$ cat src/rtl/adcseq_pkg.sv
package adcseq_pkg;

  // Bit positions of the control register fields. The channel-select
  // field starts at CTL_SEL_LSB; the mode bits follow it.
  localparam int CTL_FLAG    = 0;
  localparam int CTL_EN      = 1;
  localparam int CTL_SEL_LSB = 2;

  // Channel driven for a slot: in select mode, the low slots repeat
  // the chosen channel; otherwise each slot converts its own channel.
  function automatic int unsigned slot_chan(input int unsigned slot,
                                            input logic        sel_mode,
                                            input int unsigned sel,
                                            input int unsigned num_sel);
    return (sel_mode && (slot < num_sel)) ? sel : slot;
  endfunction

endpackage

$ cat src/rtl/adcseq_trig.sv
// Samples the trigger pin on machine-cycle ticks and flags a high-to-low
// change between two consecutive samples.
module adcseq_trig (
  input  logic clk,
  input  logic rst,
  input  logic mc_tick,
  input  logic pin,
  output logic fall
);

  logic smp_q;

  always_ff @(posedge clk) begin
    if (rst)          smp_q <= 1'b0;
    else if (mc_tick) smp_q <= pin;
  end

  assign fall = mc_tick && smp_q && !pin;

endmodule

$ cat src/rtl/adcseq_fsm.sv
// Slot sequencer: issues start pulses, accepts done pulses, and steps
// through the slots of a conversion cycle.
module adcseq_fsm
  import adcseq_pkg::*;
#(
  parameter  int N_SLOTS = 8,
  parameter  int NUM_SEL = 4,
  localparam int IDX_W   = $clog2(N_SLOTS),
  localparam int SEL_W   = $clog2(NUM_SEL)
) (
  input  logic             clk,
  input  logic             rst,
  input  logic             en,
  input  logic             ext,
  input  logic             sel_mode,
  input  logic [SEL_W-1:0] sel,
  input  logic             mc_tick,
  input  logic             fall,
  input  logic             conv_done,
  output logic             conv_start,
  output logic [IDX_W-1:0] conv_chan,
  output logic             wr_en,
  output logic [IDX_W-1:0] wr_idx,
  output logic             last_done
);

  localparam logic [IDX_W-1:0] LAST  = IDX_W'(N_SLOTS - 1);
  localparam logic [IDX_W-1:0] UPPER = IDX_W'(NUM_SEL);

  logic [IDX_W-1:0] slot_q;
  logic [IDX_W-1:0] slot_nxt;
  logic             busy_q;
  logic             pend_q;
  logic             done_ok;
  logic             go_int;
  logic             go_ext;

  assign slot_nxt  = slot_q + 1'b1;
  assign done_ok   = busy_q && en && conv_done && !conv_start;
  assign last_done = done_ok && (slot_q == LAST);
  assign wr_en     = done_ok;
  assign wr_idx    = slot_q;
  assign go_int    = !busy_q && en && !ext && mc_tick;
  assign go_ext    = !busy_q && en && ext && pend_q && mc_tick;

  always_ff @(posedge clk) begin
    if (rst) begin
      slot_q     <= '0;
      busy_q     <= 1'b0;
      pend_q     <= 1'b0;
      conv_start <= 1'b0;
      conv_chan  <= '0;
    end else begin
      conv_start <= 1'b0;
      if (!en) begin
        busy_q <= 1'b0;
        pend_q <= 1'b0;
      end else begin
        if (!ext) pend_q <= 1'b0;
        else if (!busy_q && fall && !pend_q) pend_q <= 1'b1;
        if (go_int || go_ext) begin
          busy_q     <= 1'b1;
          pend_q     <= 1'b0;
          slot_q     <= '0;
          conv_start <= 1'b1;
          conv_chan  <= IDX_W'(slot_chan(0, sel_mode, 32'(sel), NUM_SEL));
        end else if (done_ok) begin
          if (slot_q != LAST) begin
            slot_q     <= slot_nxt;
            conv_start <= 1'b1;
            conv_chan  <= IDX_W'(slot_chan(32'(slot_nxt), sel_mode, 32'(sel), NUM_SEL));
          end else if (!ext) begin
            slot_q     <= '0;
            conv_start <= 1'b1;
            conv_chan  <= IDX_W'(slot_chan(0, sel_mode, 32'(sel), NUM_SEL));
          end else begin
            busy_q <= 1'b0;
          end
        end
      end
    end
  end

  AST_START_SINGLE: assert property (@(posedge clk) disable iff (rst)
    conv_start |=> !conv_start);
  AST_OFF_NO_START: assert property (@(posedge clk) disable iff (rst)
    !en |=> !conv_start);
  AST_EXT_HALTED: assert property (@(posedge clk) disable iff (rst)
    (ext && !busy_q && !pend_q) |=> !conv_start);
  AST_BUSY_NO_PEND: assert property (@(posedge clk) disable iff (rst)
    busy_q |-> !pend_q);
  AST_UPPER_OWN_CHAN: assert property (@(posedge clk) disable iff (rst)
    (conv_start && slot_q >= UPPER) |-> (conv_chan == slot_q));

endmodule

$ cat src/rtl/adcseq_store.sv
// Result registers (inferable as RAM, registered read) and compare bits.
module adcseq_store #(
  parameter  int N_SLOTS = 8,
  parameter  int RES_W   = 10,
  localparam int IDX_W   = $clog2(N_SLOTS)
) (
  input  logic               clk,
  input  logic               rst,
  input  logic               wr_en,
  input  logic [IDX_W-1:0]   wr_idx,
  input  logic [RES_W-1:0]   wr_data,
  input  logic               wr_gt,
  input  logic [IDX_W-1:0]   rd_idx,
  output logic [RES_W-1:0]   rd_data,
  output logic [N_SLOTS-1:0] cmp_bits
);

  logic [RES_W-1:0] mem [N_SLOTS];

  always_ff @(posedge clk) begin
    if (wr_en) mem[wr_idx] <= wr_data;
    rd_data <= mem[rd_idx];
  end

  always_ff @(posedge clk) begin
    if (rst)        cmp_bits         <= '0;
    else if (wr_en) cmp_bits[wr_idx] <= wr_gt;
  end

  AST_CMP_HOLD: assert property (@(posedge clk) disable iff (rst)
    !wr_en |=> $stable(cmp_bits));

endmodule

$ cat src/rtl/adc_seq_ctrl.sv
module adc_seq_ctrl
  import adcseq_pkg::*;
#(
  parameter  int N_SLOTS = 8,
  parameter  int RES_W   = 10,
  parameter  int NUM_SEL = 4,
  localparam int IDX_W   = $clog2(N_SLOTS),
  localparam int SEL_W   = $clog2(NUM_SEL),
  localparam int CTL_W   = CTL_SEL_LSB + SEL_W + 2
) (
  input  logic               clk,
  input  logic               rst,
  input  logic               mc_tick,
  input  logic               ctl_wr,
  input  logic [CTL_W-1:0]   ctl_wdata,
  output logic [CTL_W-1:0]   ctl_rdata,
  input  logic               irq_en,
  output logic               irq,
  input  logic               trig_pin,
  output logic               conv_start,
  output logic [IDX_W-1:0]   conv_chan,
  input  logic               conv_done,
  input  logic [RES_W-1:0]   conv_data,
  input  logic               conv_gt,
  input  logic [IDX_W-1:0]   rd_idx,
  output logic [RES_W-1:0]   rd_data,
  output logic [N_SLOTS-1:0] cmp_bits
);

  localparam int MODE_BIT = CTL_SEL_LSB + SEL_W;
  localparam int EXT_BIT  = MODE_BIT + 1;

  logic [CTL_W-1:0] ctl_q;
  logic             flag_d;
  logic             fall;
  logic             wr_en;
  logic [IDX_W-1:0] wr_idx;
  logic             last_done;

  // The hardware set wins over a software clear in the same cycle; a
  // write can only lower the flag.
  assign flag_d = last_done ||
                  (ctl_q[CTL_FLAG] && !(ctl_wr && !ctl_wdata[CTL_FLAG]));

  always_ff @(posedge clk) begin
    if (rst) begin
      ctl_q <= '0;
      irq   <= 1'b0;
    end else begin
      if (ctl_wr) ctl_q <= ctl_wdata;
      ctl_q[CTL_FLAG] <= flag_d;
      irq             <= flag_d && irq_en;
    end
  end

  assign ctl_rdata = ctl_q;

  adcseq_trig u_trig (
    .clk     (clk),
    .rst     (rst),
    .mc_tick (mc_tick),
    .pin     (trig_pin),
    .fall    (fall)
  );

  adcseq_fsm #(.N_SLOTS(N_SLOTS), .NUM_SEL(NUM_SEL)) u_fsm (
    .clk        (clk),
    .rst        (rst),
    .en         (ctl_q[CTL_EN]),
    .ext        (ctl_q[EXT_BIT]),
    .sel_mode   (ctl_q[MODE_BIT]),
    .sel        (ctl_q[CTL_SEL_LSB +: SEL_W]),
    .mc_tick    (mc_tick),
    .fall       (fall),
    .conv_done  (conv_done),
    .conv_start (conv_start),
    .conv_chan  (conv_chan),
    .wr_en      (wr_en),
    .wr_idx     (wr_idx),
    .last_done  (last_done)
  );

  adcseq_store #(.N_SLOTS(N_SLOTS), .RES_W(RES_W)) u_store (
    .clk      (clk),
    .rst      (rst),
    .wr_en    (wr_en),
    .wr_idx   (wr_idx),
    .wr_data  (conv_data),
    .wr_gt    (conv_gt),
    .rd_idx   (rd_idx),
    .rd_data  (rd_data),
    .cmp_bits (cmp_bits)
  );

  AST_FLAG_FROM_DONE: assert property (@(posedge clk) disable iff (rst)
    $rose(ctl_q[CTL_FLAG]) |-> $past(conv_done));

endmodule

$ cat config.mk
export PLATFORM = sky130hd
export DESIGN_NAME = adc_seq_ctrl
export DESIGN_NICKNAME = d
export VERILOG_FILES = /design/src/rtl/adcseq_pkg.sv /design/src/rtl/adcseq_trig.sv /design/src/rtl/adcseq_fsm.sv /design/src/rtl/adcseq_store.sv /design/src/rtl/adc_seq_ctrl.sv
export SDC_FILE = /design/constraint.sdc
export NUM_CORES = 1
export LEC_CHECK = 0
export ABC_AREA = 1
export BUFFER_PORTS_ARGS = -buffer_cell sky130_fd_sc_hd__clkbuf_2
export CAP_MARGIN = 10
export CORE_UTILIZATION = 57
export DETAILED_ROUTE_END_ITERATION = 10
export GPL_TIMING_DRIVEN = 0
export PLACE_DENSITY = 0.87
export SLEW_MARGIN = 20
export SYNTH_ARGS = -nofsm -noshare
export SYNTH_HDL_FRONTEND = slang
export SYNTH_SLANG_ARGS = --single-unit
$ cat constraint.sdc
create_clock -name clk -period 2 [get_ports clk]
set_input_delay 0.2 -clock clk [delete_from_list [all_inputs] [get_ports clk]]
set_output_delay 0.2 -clock clk [all_outputs]
set_load 0.01 [all_outputs]
Yosys cells after proc, flatten, opt, wreduce, memory -nomap -nowiden:

Memories as Yosys holds them, arrays and structs flattened. A register that Yosys moved wholly into a read port is not among the register bits.
Cells that the tools add are included.

* bits in registers: 25
* bits in writable memories: 80
* input bits: 27
* output and inout port bits: 29
* word-level logic and storage cells: 78
* memories kept: 1

* $add $sub $neg: 1
* magnitude comparators: 3
* equal/unequal tests: 4
* muxes and demuxes: 23
* bitwise operators: 2
* reductions and logical operators: 34

Memory list
* u_store.mem: words 8, bits a word 10, read ports 1, clocked after Yosys merged registers in 1, write ports 1, line adcseq_store.sv:18 `logic [RES_W-1:0] mem [N_SLOTS];`

Operator list (count)
* two-way mux 3 bit: 9
* logical AND 1 bit: 19
* two-way mux 1 bit: 11
* bitwise mux 8 bit: 1
* logical NOT 1 bit: 7
* AND reduction 3 bit: 2
* less-than comparator 3 x 4 -> 1 bit, second input constant: 1
* nonzero test 2 bit: 2
* OR reduction 4 bit: 1
* adder 3 x 1 -> 3 bit, second input constant: 1
* demux 1 bit (select 3 bit): 1
* == test 3 bit, second input constant: 1
* greater-or-equal comparator 3 x 1 -> 1 bit, second input constant: 1
* less-than comparator 3 bit, second input constant: 1
* != test 3 x 1 -> 1 bit, second input constant: 1
* != test 3 bit, second input constant: 1
* logical OR 1 bit: 2
* two-way mux 2 bit: 1
* != test 2 x 1 -> 1 bit, second input constant: 1
* NOT 1 bit: 2
* OR reduction 2 bit: 1

Logic depth before layout (Yosys ltp):

* depth after elaboration: 8
* mapped depth: 9
* depth with buffers taken out: 9

By module:

From an unflattened synthesis, not the netlist that was laid out.

* cell total of the unflattened synthesis: 528
* area, all modules: 4898.4 sq um

Modules (own cells, without submodules)
* adcseq_store: times used 1, cells an instance 411, area each 4088.9 sq um, seq. area each 2762.6 sq um
* adcseq_fsm: times used 1, cells an instance 76, area each 515.5 sq um, seq. area each 180.2 sq um
* adc_seq_ctrl: times used 1, cells an instance 32, area each 241.5 sq um, seq. area each 140.1 sq um
* adcseq_trig: times used 1, cells an instance 9, area each 52.6 sq um, seq. area each 20.0 sq um

Worst setup path before layout:

No wires, ideal clock.

* kind: reg2reg
* from: register ctl_q[1] (netlist: ctl_rdata[1])
* to: memory u_store.mem[2][0], enable pin
* library setup time: 0.359 ns
* arrival: 1.087 ns
* required time: 1.641 ns
* slack: 0.554 ns
* stages on the path, launching flop included: 5
* path buffers: 0
* period minus slack after synthesis: 1.446 ns
* cell sequence: dfxtp_1 > nand2_1 > nor2_4 > nand2_1 > nor2_2

* longest elaborated chain between the ends: 5

Ends and longest elaborated chain
* start: declaration: line adc_seq_ctrl.sv:33 `logic [CTL_W-1:0] ctl_q;`
* start signal: assignment: line adc_seq_ctrl.sv:50 `if (ctl_wr) ctl_q <= ctl_wdata;`
* start signal: indexed assignment: line adc_seq_ctrl.sv:51 `ctl_q[CTL_FLAG] <= flag_d;`
* logical AND 1 bit (3 in a row): line adcseq_fsm.sv:39 `assign done_ok = busy_q && en && conv_done && !conv_start;`
* two-way mux 1 bit: line adcseq_store.sv:21 `if (wr_en) mem[wr_idx] <= wr_data;`
* two-way mux 1 bit (not written as such): line adcseq_store.sv:21
* end: declaration: line adcseq_store.sv:18

No other way between the ends.

Final worst setup path:

* from: register ctl_q[1] (netlist: ctl_rdata[1])
* to: memory u_store.mem[6][8], enable pin

The elaborated chain is that of the path after synthesis.

==> out/qor.log <==
qor: drt.drtIter0Drc 355
qor: flow_run.drv.max_cap_violation_count 0
qor: place.post_dp_cell_area 4820 µm²
qor: floorplanning.core 7370 µm²
qor: yosys.postSynthAreaPerCell 10.8 µm²
qor: global_route.grt_first_pass_wirelength 15,500 µm
qor: critical_path.timing.critical_path.from_type register
qor: yosys.post_synth_num_cell_types 24
qor: clock_network.cts-buffers-inserted 17
qor: floorplanning.num_io_pins 56
qor: status.status completed
qor: critical_path.critPathArrivalTime 1.95 ns
qor: clock_network.clock_insertion_delay_worst_skew 0.52 ns
qor: pwr.peakVddDrop 0.760 mV
qor: sta.setup_viol_count_final 0
qor: yosys.ys.warnings.count 0
qor: worst_hold_path.min_delay_path_depth 1
qor: yosys.yosysMostFrequentCell sky130_fd_sc_hd__edfxtp_1
qor: sta.worst_tran_pin_value 0.683 ns
qor: clock_network.cts-resized-gates 0
qor: layout.finalInstanceArea 5570 µm²
qor: sta.slew-limit-headroom 54.4%
qor: pwr.power.density 1020 nW/µm²
qor: layout.antenna-diode-count 0
qor: drt.antenna_left 0
qor: drt.drcViolationCount 0
qor: yosys.yosys-top-cells-area sky130_fd_sc_hd__edfxtp_1 (54%), sky130_fd_sc_hd__dfxtp_1 (16%), sky130_fd_sc_hd__o21ai_0 (7.7%)
qor: global_route.pin_count_of_the_biggest_net_entering_global_routing 17
qor: floorplanning.initial_utilization 60.1%
qor: yosys.synth_nets 441
qor: global_route.grt_usage 25.9%
qor: place.port_buffers 53
qor: yosys.synth_sequential_area_ratio 70.1%
qor: yosys.synth_ff_type sky130_fd_sc_hd__edfxtp_1
qor: drt.route.layer.met1.wl 3600 µm
qor: layout.utilization 75.6%
qor: pwr.cellLeakagePower 2.19 nW
qor: layout.multiInputGateArea 1140 µm²
qor: global_route.grt.overflow.total 0
qor: drt.met2WireLength 4970 µm
qor: layout.final_layout_size_suffix_gt1_share 19.6%
qor: floorplanning.design.die.area 8130 µm²
qor: drt.dr_total_vias 3,368
qor: floorplanning.floorplan.rows 31
qor: critical_path.crit_type register to register
qor: drt.met3RoutedLength 901 µm
qor: place.dpl.hpwl 5820 µm
qor: critical_path.crit_path_max_fanout 12
qor: layout.num-fill-cells 471
qor: yosys.syn_area 4430 µm²
qor: critical_path.r2r_cells 4
qor: global_route.initial_antenna_violation_count 0
qor: sta.post-route-period-util 90.3%
qor: yosys.synth_largest_area_cell sky130_fd_sc_hd__edfxtp_1
qor: layout.ff_latch_area 3100 µm²
qor: clock_network.deepest_clock_path_buffer_count 2
qor: layout.nets 532
qor: yosys.synthDominantCellAreaShare 54.2%
qor: floorplanning.dieHeight 90.2 µm
qor: clock_network.clkSinkCount 115
qor: yosys.seq_cells_post_synth 115
qor: sta.rsz0062_at_grt false
qor: layout.syn_to_final_growth 25.8%
qor: critical_path.end_kind register
qor: sta.final.setup_skew 0.00880 ns
qor: global_route.first_global_vias 3,279
qor: clock_network.path_clk_slew 0.06 ns
qor: drt.avgRoutedWirePerCell 16.0 µm
qor: clock_network.htree_num_levels 4
qor: sta.fmaxAchievable 554 MHz
qor: yosys.synth_enable_flop_cells 80
qor: clock_network.cts_tree done
qor: drt.top_layer_used met4
qor: sta.final_max_slew_viol_count 0
qor: sta.clock_period_minus_worst_slack 1.81 ns
qor: place.place.gp.congestion 0.826
qor: critical_path.required 2.15 ns
qor: drt.tritonroute_pass_1_iters 4
qor: clock_network.ctsRootBufferMaster sky130_fd_sc_hd__clkbuf_8
qor: drt.drt-total-wl 9860 µm
qor: sta.finalSetupTns 0 ns
qor: yosys.async_set_or_reset_register_ratio_after_synthesis 0%
qor: floorplanning.die_width 90.2 µm
qor: sta.hold_violations 0
qor: drt.avgViaCountPerCell 5.48
qor: yosys.postSynthCellCount 412
qor: worst_hold_path.hold_path_class input pin to register
qor: yosys.yosys-top-cells-count sky130_fd_sc_hd__edfxtp_1 (80), sky130_fd_sc_hd__nor2_1 (77), sky130_fd_sc_hd__o21ai_0 (68)
[sequential cells by signal, summed over array words and instances, names as in the netlist, 3 cells and up]
register          cells
ctl_rdata             6
u_fsm.conv_chan       3
u_fsm.wr_idx          3
u_store.cmp_bits      8
u_store.mem          80
u_store.rd_data      10
[final cells by class]
| class | instances | share of cell area [%] |
|---|---|---|
| repair buffers | 72 | 8.17 |
| clock buffers | 22 | 8.91 |
| multi-input cells | 253 | 20.4 |
| plain buffers | 19 | 1.68 |
| inverters | 25 | 1.68 |
| flip-flops and latches | 115 | 55.7 |
| clock inverters | 10 | 1.21 |
| well taps | 99 | 2.22 |
[critical path, cell delays in order, from the launching register on]
cell	delay (ns)
sky130_fd_sc_hd__dfxtp_1	0.45
sky130_fd_sc_hd__nand2_1	0.13
sky130_fd_sc_hd__nor2_4	0.19
sky130_fd_sc_hd__nand2_1	0.13
sky130_fd_sc_hd__nor2_2	0.53
[path summary, 6_finish.rpt]
kind | startpoint | end | slack [ns]
worst max-delay path | ctl_rdata[1]$_SDFFE_PP0P_ | u_store.mem[6][8]$_DFFE_PP_ | 0.19
worst min-delay path | conv_data[2] | u_store.mem[4][2]$_DFFE_PP_ | 0.03
worst max register to register | ctl_rdata[1]$_SDFFE_PP0P_ | u_store.mem[6][8]$_DFFE_PP_ | 0.19
worst min register to register | u_fsm.pend_q$_SDFFE_PP0P_ | u_fsm.pend_q$_SDFFE_PP0P_ | 0.46
[per-layer routing]
layer  vias up  global-route usage [%]
li1       1586                       -
met1      1566                    27.4
met2       184                    44.4
met3        32                    8.63
met4         0                    16.3
met5         -                       0
[cell usage in the layout, fill, tap and decap left out, drive strengths merged]
master and instances:
nand3 8, clkinvlp 2, clkinv 6, clkbuf 86, inv 27, nand4 2
a21oi 17, nand2 61, dlygate4sd3 19, buf 8, edfxtp 80, nand3b 1
o21ai 78, dfxtp 35, ha 2, a211oi 1, nor2 83
[cell families (layout without fill, tap and decap cells)]
group / after synthesis / in the layout / synth area share, %
compound gates: 96 / 96 / 10.9
buf+inv: 44 / 148 / 4.24
simple gates: 155 / 155 / 14.2
flops: 115 / 115 / 70.1
fa+ha+maj: 2 / 2 / 0.565
[timing repair]
action	4_1_cts	5_1_grt
endpoints found under the setup margin	0	0
setup buffers	0	0
hold endpoints to repair	72	0
hold buffers	19	0
[power by group]
part | internal, mW | leakage (nW) | switching [mW]
logic | 0.124 | 0.905 | 0.201
registers | 2.58 | 1.01 | 0.0210
clock network | 1.74 | 0.277 | 1.05
[through the flow]
| stage | std cells | total power [mW] | setup slack [ns] | hold slack, ns |
|---|---|---|---|---|
| 2_1_floorplan | 412 | 2.80 | 0.554 | 0.299 |
| 3_3_place_gp | 564 | 2.91 | 0.280 | 0.411 |
| 3_5_place_dp | 564 | 2.93 | 0.261 | 0.416 |
| 4_1_cts | 615 | 5.72 | 0.195 | 0.00316 |
| 5_1_grt | 615 | 5.86 | 0.0217 | 0.00873 |
| 6_report | 615 | 5.71 | 0.194 | 0.0325 |
No activity file was read; power rests on OpenSTA's default activity.
